`src/rtl/mw_eeprom_ctrl.sv`:
```
module mw_eeprom_ctrl #(
  parameter int HALF_DIV   = 63,
  parameter int POLL_LIMIT = 4096
) (
  input  logic        clk,
  input  logic        rst_n,
  input  logic        start,
  input  logic        write,
  input  logic [5:0]  addr,
  input  logic [15:0] wdata,
  output logic [15:0] rdata,
  output logic        done,
  output logic        busy,
  output logic        err,
  output logic        mw_cs,
  output logic        mw_sk,
  output logic        mw_di,
  input  logic        mw_do
);
  localparam int DW = $clog2(HALF_DIV + 1);
  localparam int TW = $clog2(POLL_LIMIT + 1);

  typedef enum logic [3:0] {
    S_IDLE, S_CMD, S_RPRE, S_RD, S_GAP, S_WDAT, S_POLL, S_END1, S_END2
  } st_t;

  st_t          st;
  logic [DW-1:0] div;
  logic [TW-1:0] tcnt;
  logic         ph, is_wr, second;
  logic [3:0]   cnt;
  logic [15:0]  sh, rd_q, wd_q;
  logic [5:0]   addr_q;
  logic         tick;

  assign tick  = (st != S_IDLE) && (div == DW'(HALF_DIV - 1));
  assign busy  = (st != S_IDLE);
  assign rdata = rd_q;
  assign mw_cs = st inside {S_CMD, S_RPRE, S_RD, S_WDAT, S_POLL, S_END1};
  assign mw_sk = ph && (st inside {S_CMD, S_RD, S_GAP, S_WDAT});
  assign mw_di = (st == S_CMD) ? sh[15] : (st == S_WDAT) ? sh[0] : 1'b0;

  always_ff @(posedge clk or negedge rst_n) begin
    if (!rst_n) begin
      st <= S_IDLE; div <= '0; tcnt <= '0; ph <= 1'b0; is_wr <= 1'b0;
      second <= 1'b0; cnt <= '0; sh <= '0; rd_q <= '0; wd_q <= '0;
      addr_q <= '0; done <= 1'b0; err <= 1'b0;
    end else begin
      done <= 1'b0;
      if (st == S_IDLE) begin
        div <= '0;
        if (start) begin
          st <= S_CMD; ph <= 1'b0; cnt <= '0; second <= 1'b0;
          is_wr <= write; err <= 1'b0; addr_q <= addr; wd_q <= wdata;
          sh <= write ? {10'b0100110000, 6'b0} : {5'b00110, addr, 5'b0};
        end
      end else begin
        div <= tick ? '0 : div + 1'b1;
        if (tick) begin
          case (st)
            S_CMD, S_WDAT: begin
              if (!ph) ph <= 1'b1;
              else begin
                ph  <= 1'b0;
                cnt <= cnt + 1'b1;
                sh  <= (st == S_CMD) ? (sh << 1) : (sh >> 1);
                if (st == S_WDAT && cnt == 4'd15) begin
                  st <= S_GAP; cnt <= '0;
                end else if (st == S_CMD && cnt == (is_wr ? 4'd9 : 4'd10)) begin
                  cnt <= '0;
                  if (!is_wr) st <= S_RPRE;
                  else if (!second) st <= S_GAP;
                  else begin st <= S_WDAT; sh <= wd_q; end
                end
              end
            end
            S_RPRE: begin st <= S_RD; ph <= 1'b1; end
            S_RD: begin
              if (ph) begin
                rd_q <= {mw_do, rd_q[15:1]};
                ph   <= 1'b0;
              end else begin
                cnt <= cnt + 1'b1;
                if (cnt == 4'd15) st <= S_END1;
                else ph <= 1'b1;
              end
            end
            S_GAP: begin
              if (!ph) ph <= 1'b1;
              else begin
                ph <= 1'b0;
                if (!second) begin
                  second <= 1'b1; st <= S_CMD; cnt <= '0;
                  sh <= {4'b0101, addr_q, 6'b0};
                end else begin
                  st <= S_POLL; tcnt <= '0;
                end
              end
            end
            S_POLL: begin
              if (mw_do) st <= S_END1;
              else if (tcnt == TW'(POLL_LIMIT - 1)) begin
                err <= 1'b1; st <= S_END1;
              end else tcnt <= tcnt + 1'b1;
            end
            S_END1: st <= S_END2;
            S_END2: begin st <= S_IDLE; done <= 1'b1; end
            default: st <= S_IDLE;
          endcase
        end
      end
    end
  end
endmodule

```
`config.mk`:
```
export PLATFORM = sky130hd
export DESIGN_NAME = mw_eeprom_ctrl
export DESIGN_NICKNAME = d
export VERILOG_FILES = /design/src/rtl/mw_eeprom_ctrl.sv
export SDC_FILE = /design/constraint.sdc
export NUM_CORES = 1
export LEC_CHECK = 0
export BUFFER_PORTS_ARGS = -buffer_cell sky130_fd_sc_hd__buf_2
export CORE_UTILIZATION = 53
export CTS_CLUSTER_DIAMETER = 120
export DETAILED_ROUTE_END_ITERATION = 6
export PLACE_DENSITY = 0.79
export SLEW_MARGIN = 20
export SYNTH_ARGS = -nofsm -noshare
export SYNTH_HDL_FRONTEND = slang
export SYNTH_SLANG_ARGS = --single-unit
```
`constraint.sdc`:
```
create_clock -name clk -period 2.1 [get_ports clk]
set_input_delay 0.315 -clock clk [delete_from_list [all_inputs] [get_ports clk]]
set_output_delay 0.315 -clock clk [all_outputs]
set_load 0.02 [all_outputs]
```
==> results by stage <==
Status:
- The flow ran to the end, and the final reports show no timing, DRC or antenna violations.

Synthesis:
- Ranked by total cell area, the synthesized netlist is headed by sky130_fd_sc_hd__dfrtp_1, sky130_fd_sc_hd__mux2_2, sky130_fd_sc_hd__mux2i_1.
- The sequential-to-total area share from yosys stat is 46.8%.
- In this run the mean area of a mapped cell was around 11 um^2.
- The most used flip-flop cell after synthesis is sky130_fd_sc_hd__dfrtp_1.
- The number of nets handed over by synthesis was 465.
- The fraction of synthesized cell area taken by the top area cell type is 46.8%.
- In the synthesized netlist, the cells that appear most often are sky130_fd_sc_hd__dfrtp_1, sky130_fd_sc_hd__nand2_1, sky130_fd_sc_hd__nor2_1.
- After synthesis the cells add up to between 4000 and 5000 um^2.
- The number of flops mapped to enable cells by yosys is 0.
- For this run, asynchronously set or reset flops after synthesis account for 100%.
- Synthesis inferred 86 register bits.
- The Yosys step of the flow raised 0 warnings.
- The synthesized netlist contains 67 unique library cells.
- The most common cell in the synthesized netlist is sky130_fd_sc_hd__dfrtp_1.
- The synthesized design spends more area on one cell type than any other, namely sky130_fd_sc_hd__dfrtp_1.
- The cell count after synthesis came out at 434.

STA:
- Setup violations remaining at the end of the flow were counted as 0.
- The max-slew violation count is 0.
- The relative slew slack is roughly 62%.
- Setup repair after global routing could not meet its margin everywhere.
- Static timing analysis puts the maximum clock frequency at 493 MHz.
- Between clock sinks in the finished design, the worst skew comes to 0.0121 ns.
- For the final routed database, the setup TNS stands at 0 ns.
- Hold timing on the final database bottoms out at a slack of ~0.17 ns.
- Setup slack on the critical path of the routed design comes to 0.0710 ns.
- For the pin with the worst max-slew slack, the measured transition is 0.556 ns.
- The number of endpoints with negative hold slack in the final report is 0.
- The worst path needs 2.03 ns of the cycle, external delays included.
- The share of the cycle needed by the critical path after routing is between 90% and 100%.

Final layout:
- In the final layout, the share of cells above drive strength 1 is 31.9%.
- The final net count is 550.
- From synthesis to final layout, the design area changed by 20.4%.
- The antenna cell count is 0.
- With fillers left out, the area of the finished cells amounts to 5530 um^2.
- The utilization after layout is around two thirds.

Global route:
- The global route total overflow is 0.
- The via count of the first global-routing pass is between 3000 and 4000.
- The first global-routing pass estimated 17300 um of wire.
- The total global-route track usage is 25.1%.
- The initial antenna violation count was 0.
- Entering global routing, the biggest net connects 42 pins.

Critical path:
- The endpoint identified for the worst register-to-register timing path is tcnt[10]$_DFFE_PN0P_.
- The required time at the endpoint of the critical path is 2.38 ns.
- The endpoint arrival time on the critical path is 2.31 ns.
- The worst setup path is of the flop to flop kind.
- The worst setup path is launched from a flop.
- The worst setup path is captured at a flop.
- In this run the worst setup path terminates at tcnt[10]$_DFFE_PN0P_.
- Traced cell by cell, the critical path runs through ha_2 > nand4_1 > or4_4 > o211ai_1 > buf_4 > o31ai_1 > a21oi_1.
- Tracing the worst setup path back leads to its startpoint at tcnt[0]$_DFFE_PN0P_.
- The number of cells on the worst reg-to-reg path is 7.
- The critical register-to-register path startpoint is tcnt[0]$_DFFE_PN0P_.
- The longest individual stage delay on the worst path is around 0.50 ns.
- The reg-to-reg setup timing slack is roughly 0.071 ns.
- The standard cell with the maximum stage delay on the critical path is sky130_fd_sc_hd__or4_4.
- Of all nets on the critical path, the largest fanout is 13.

Clock tree:
- The clock sink count is 86.
- Clock-pin slew was measured on the worst setup and hold paths at ~0.080 ns.
- Counting along the longest clock path gives a buffer depth of 2.
- TritonCTS built the clock tree.
- At the later pin of the worst-skew pair, clock insertion delay measures about 0.36 ns.
- Buffers inserted during clock tree synthesis total 9.
- The maximum level of the CTS H-tree is 3.
- The master cell of the clock root buffer is sky130_fd_sc_hd__clkbuf_8.

Power:
- The leakage power summed over all cells is 2.56 nW.
- The worst voltage drop across the vdd grid is 0.273 mV.
- Power spread over the standard cell area amounts to 540 nW/um^2.

Floorplanning:
- During I/O placement, the number of pins put on the boundary was 49.
- The die covers between 9000 and 10000 um^2.
- The floorplan die width is 95.1 um.
- Once the floorplan was initialized, standard cells occupied between 50% and 60% of the core.
- The floorplan has 33 rows.
- The die is 95.1 um tall.
- The core region is 8300 um^2.

Place:
- The count of input and output buffers is 48.
- At the end of routability-driven placement, the weighted congestion stood at about 0.86.
- In this run the cell area measured after placement is approximately 5200 um^2.
- The placed wire-length estimate is 7600 um.
- Prior to clock tree synthesis, the placed netlist has a worst setup slack of -0.0665 ns.

Detailed routing:
- The post-route DRC violation count is 0.
- Once detail routing completed, the nets flagged for antenna violations numbered 0.
- The detailed router finished its first iteration with 222 violations.
- The overall routed net length is 10500 um.
- The routed layout has between 3000 and 4000 vias.
- After detailed routing, the number of vias per cell comes to roughly 6.0.
- The detailed-routing iteration count for the pre-antenna-repair pass is 5.
- The routed length per placed instance is 16.8 um.

Run:
- The tool flagged a number of max-cap violations equal to 0.

Min path:
- The class of the worst hold path is input port to flop.
- Counting instances, the worst hold path has a depth of 2.
state kept, by name, summed over array words and instances (netlist names):
name    cells
addr_q      6
cnt         4
div         6
done        1
err         1
is_wr       1
ph          1
rdata      16
second      1
sh         16
st          4
tcnt       13
wd_q       16
layout make-up:
| type | count | area (um^2) |
|---|---|---|
| timing repair buffer | 97 | 638 |
| tap | 105 | 131 |
| sequential | 86 | 2160 |
| multi-input combinational | 312 | 2350 |
| clock inverter | 5 | 83.8 |
| fill | 616 | 2770 |
| inverter | 13 | 48.8 |
| clock buffer | 10 | 128 |
critical path: cells and delay by family, from the launching register on:
kind / cells / cell delay [ns]
buffers and inverters: 1 / 0.21
adder cells (fa/ha/maj): 1 / 0.20
AO/OA/AOI/OAI: 3 / 0.44
flip-flops: 1 / 0.40
AND/OR/NAND/NOR: 2 / 0.70
cell usage in the layout, fill, tap and decap left out, drive strengths merged, types with 3 or more instances in the layout:
cell type / netlist / layout
buf: 16 / 96
dfrtp: 86 / 86
mux2: 41 / 41
nand2: 37 / 37
nor2: 36 / 36
a21oi: 20 / 20
o21ai: 17 / 17
mux2i: 14 / 14
inv: 13 / 14
a21o: 13 / 13
nand3: 12 / 12
o31ai: 10 / 10
clkbuf: 7 / 10
nor3: 9 / 9
or3: 8 / 8
o211ai: 7 / 7
a31oi: 6 / 6
nand2b: 6 / 6
nand3b: 5 / 5
nand4: 5 / 5
or4: 5 / 5
a2111oi: 5 / 5
nor4: 5 / 5
a221o: 4 / 4
ha: 4 / 4
nor4b: 4 / 4
xnor2: 3 / 3
and3: 3 / 3
a211oi: 3 / 3
and2: 3 / 3
where the power goes:
group | leakage, nW | switching, W | internal, W
logic | 1.32 | 0.0000486 | 0.0000286
registers | 1.14 | 0 | 0.00165
clock network | 0.0990 | 0.000589 | 0.000668
metal layers:
| layer | wire length (um) | GRT usage [%] |
|---|---|---|
| met1 | 4460 | 31.4 |
| met2 | 5300 | 41.8 |
| met3 | 491 | 4.47 |
| met5 | 0 | 0 |
| met4 | 293 | 11.6 |
cell families after synthesis:
group / share of synthesized area (%)
AOI/OAI and AO/OA: 16.8
adders and majority gates: 1.09
buffers and inverters: 3.76
xor gates and xnor gates: 0.953
DFF: 46.8
and+or+nand+nor: 17.4
muxes: 13.2
worst min-delay path by stage:
stage | slack [ns] | endpoint | startpoint
3_5_place_dp | 0.33 | addr_q[5]$_DFFE_PN0P_ | rst_n
4_1_cts | 0.16 | second$_DFFE_PN0P_ | start
6_report | 0.17 | second$_DFFE_PN0P_ | start
5_1_grt | 0.17 | wd_q[2]$_DFFE_PN0P_ | wdata[2]
3_3_place_gp | 0.32 | wd_q[5]$_DFFE_PN0P_ | rst_n
2_1_floorplan | 0.02 | addr_q[0]$_DFFE_PN0P_ | rst_n
through the flow:
stage	instances	total power [W]
finish	628	0.00299
global route	628	0.00311
CTS	624	0.00303
detailed placement	608	0.00177
global placement	608	0.00176
floorplan	434	0.00169
repair_timing:
item                                    in CTS  in global routing
buffers inserted                             0                  4
hold buffers                                 1                  0
cloned                                       0                  0
pin swaps                                    1                  4
gates resized for setup                      5                 14
endpoints found under the setup margin       3                 21
endpoints found under the hold margin       39                  0
Note: power is estimated with default switching activity, not from simulation.
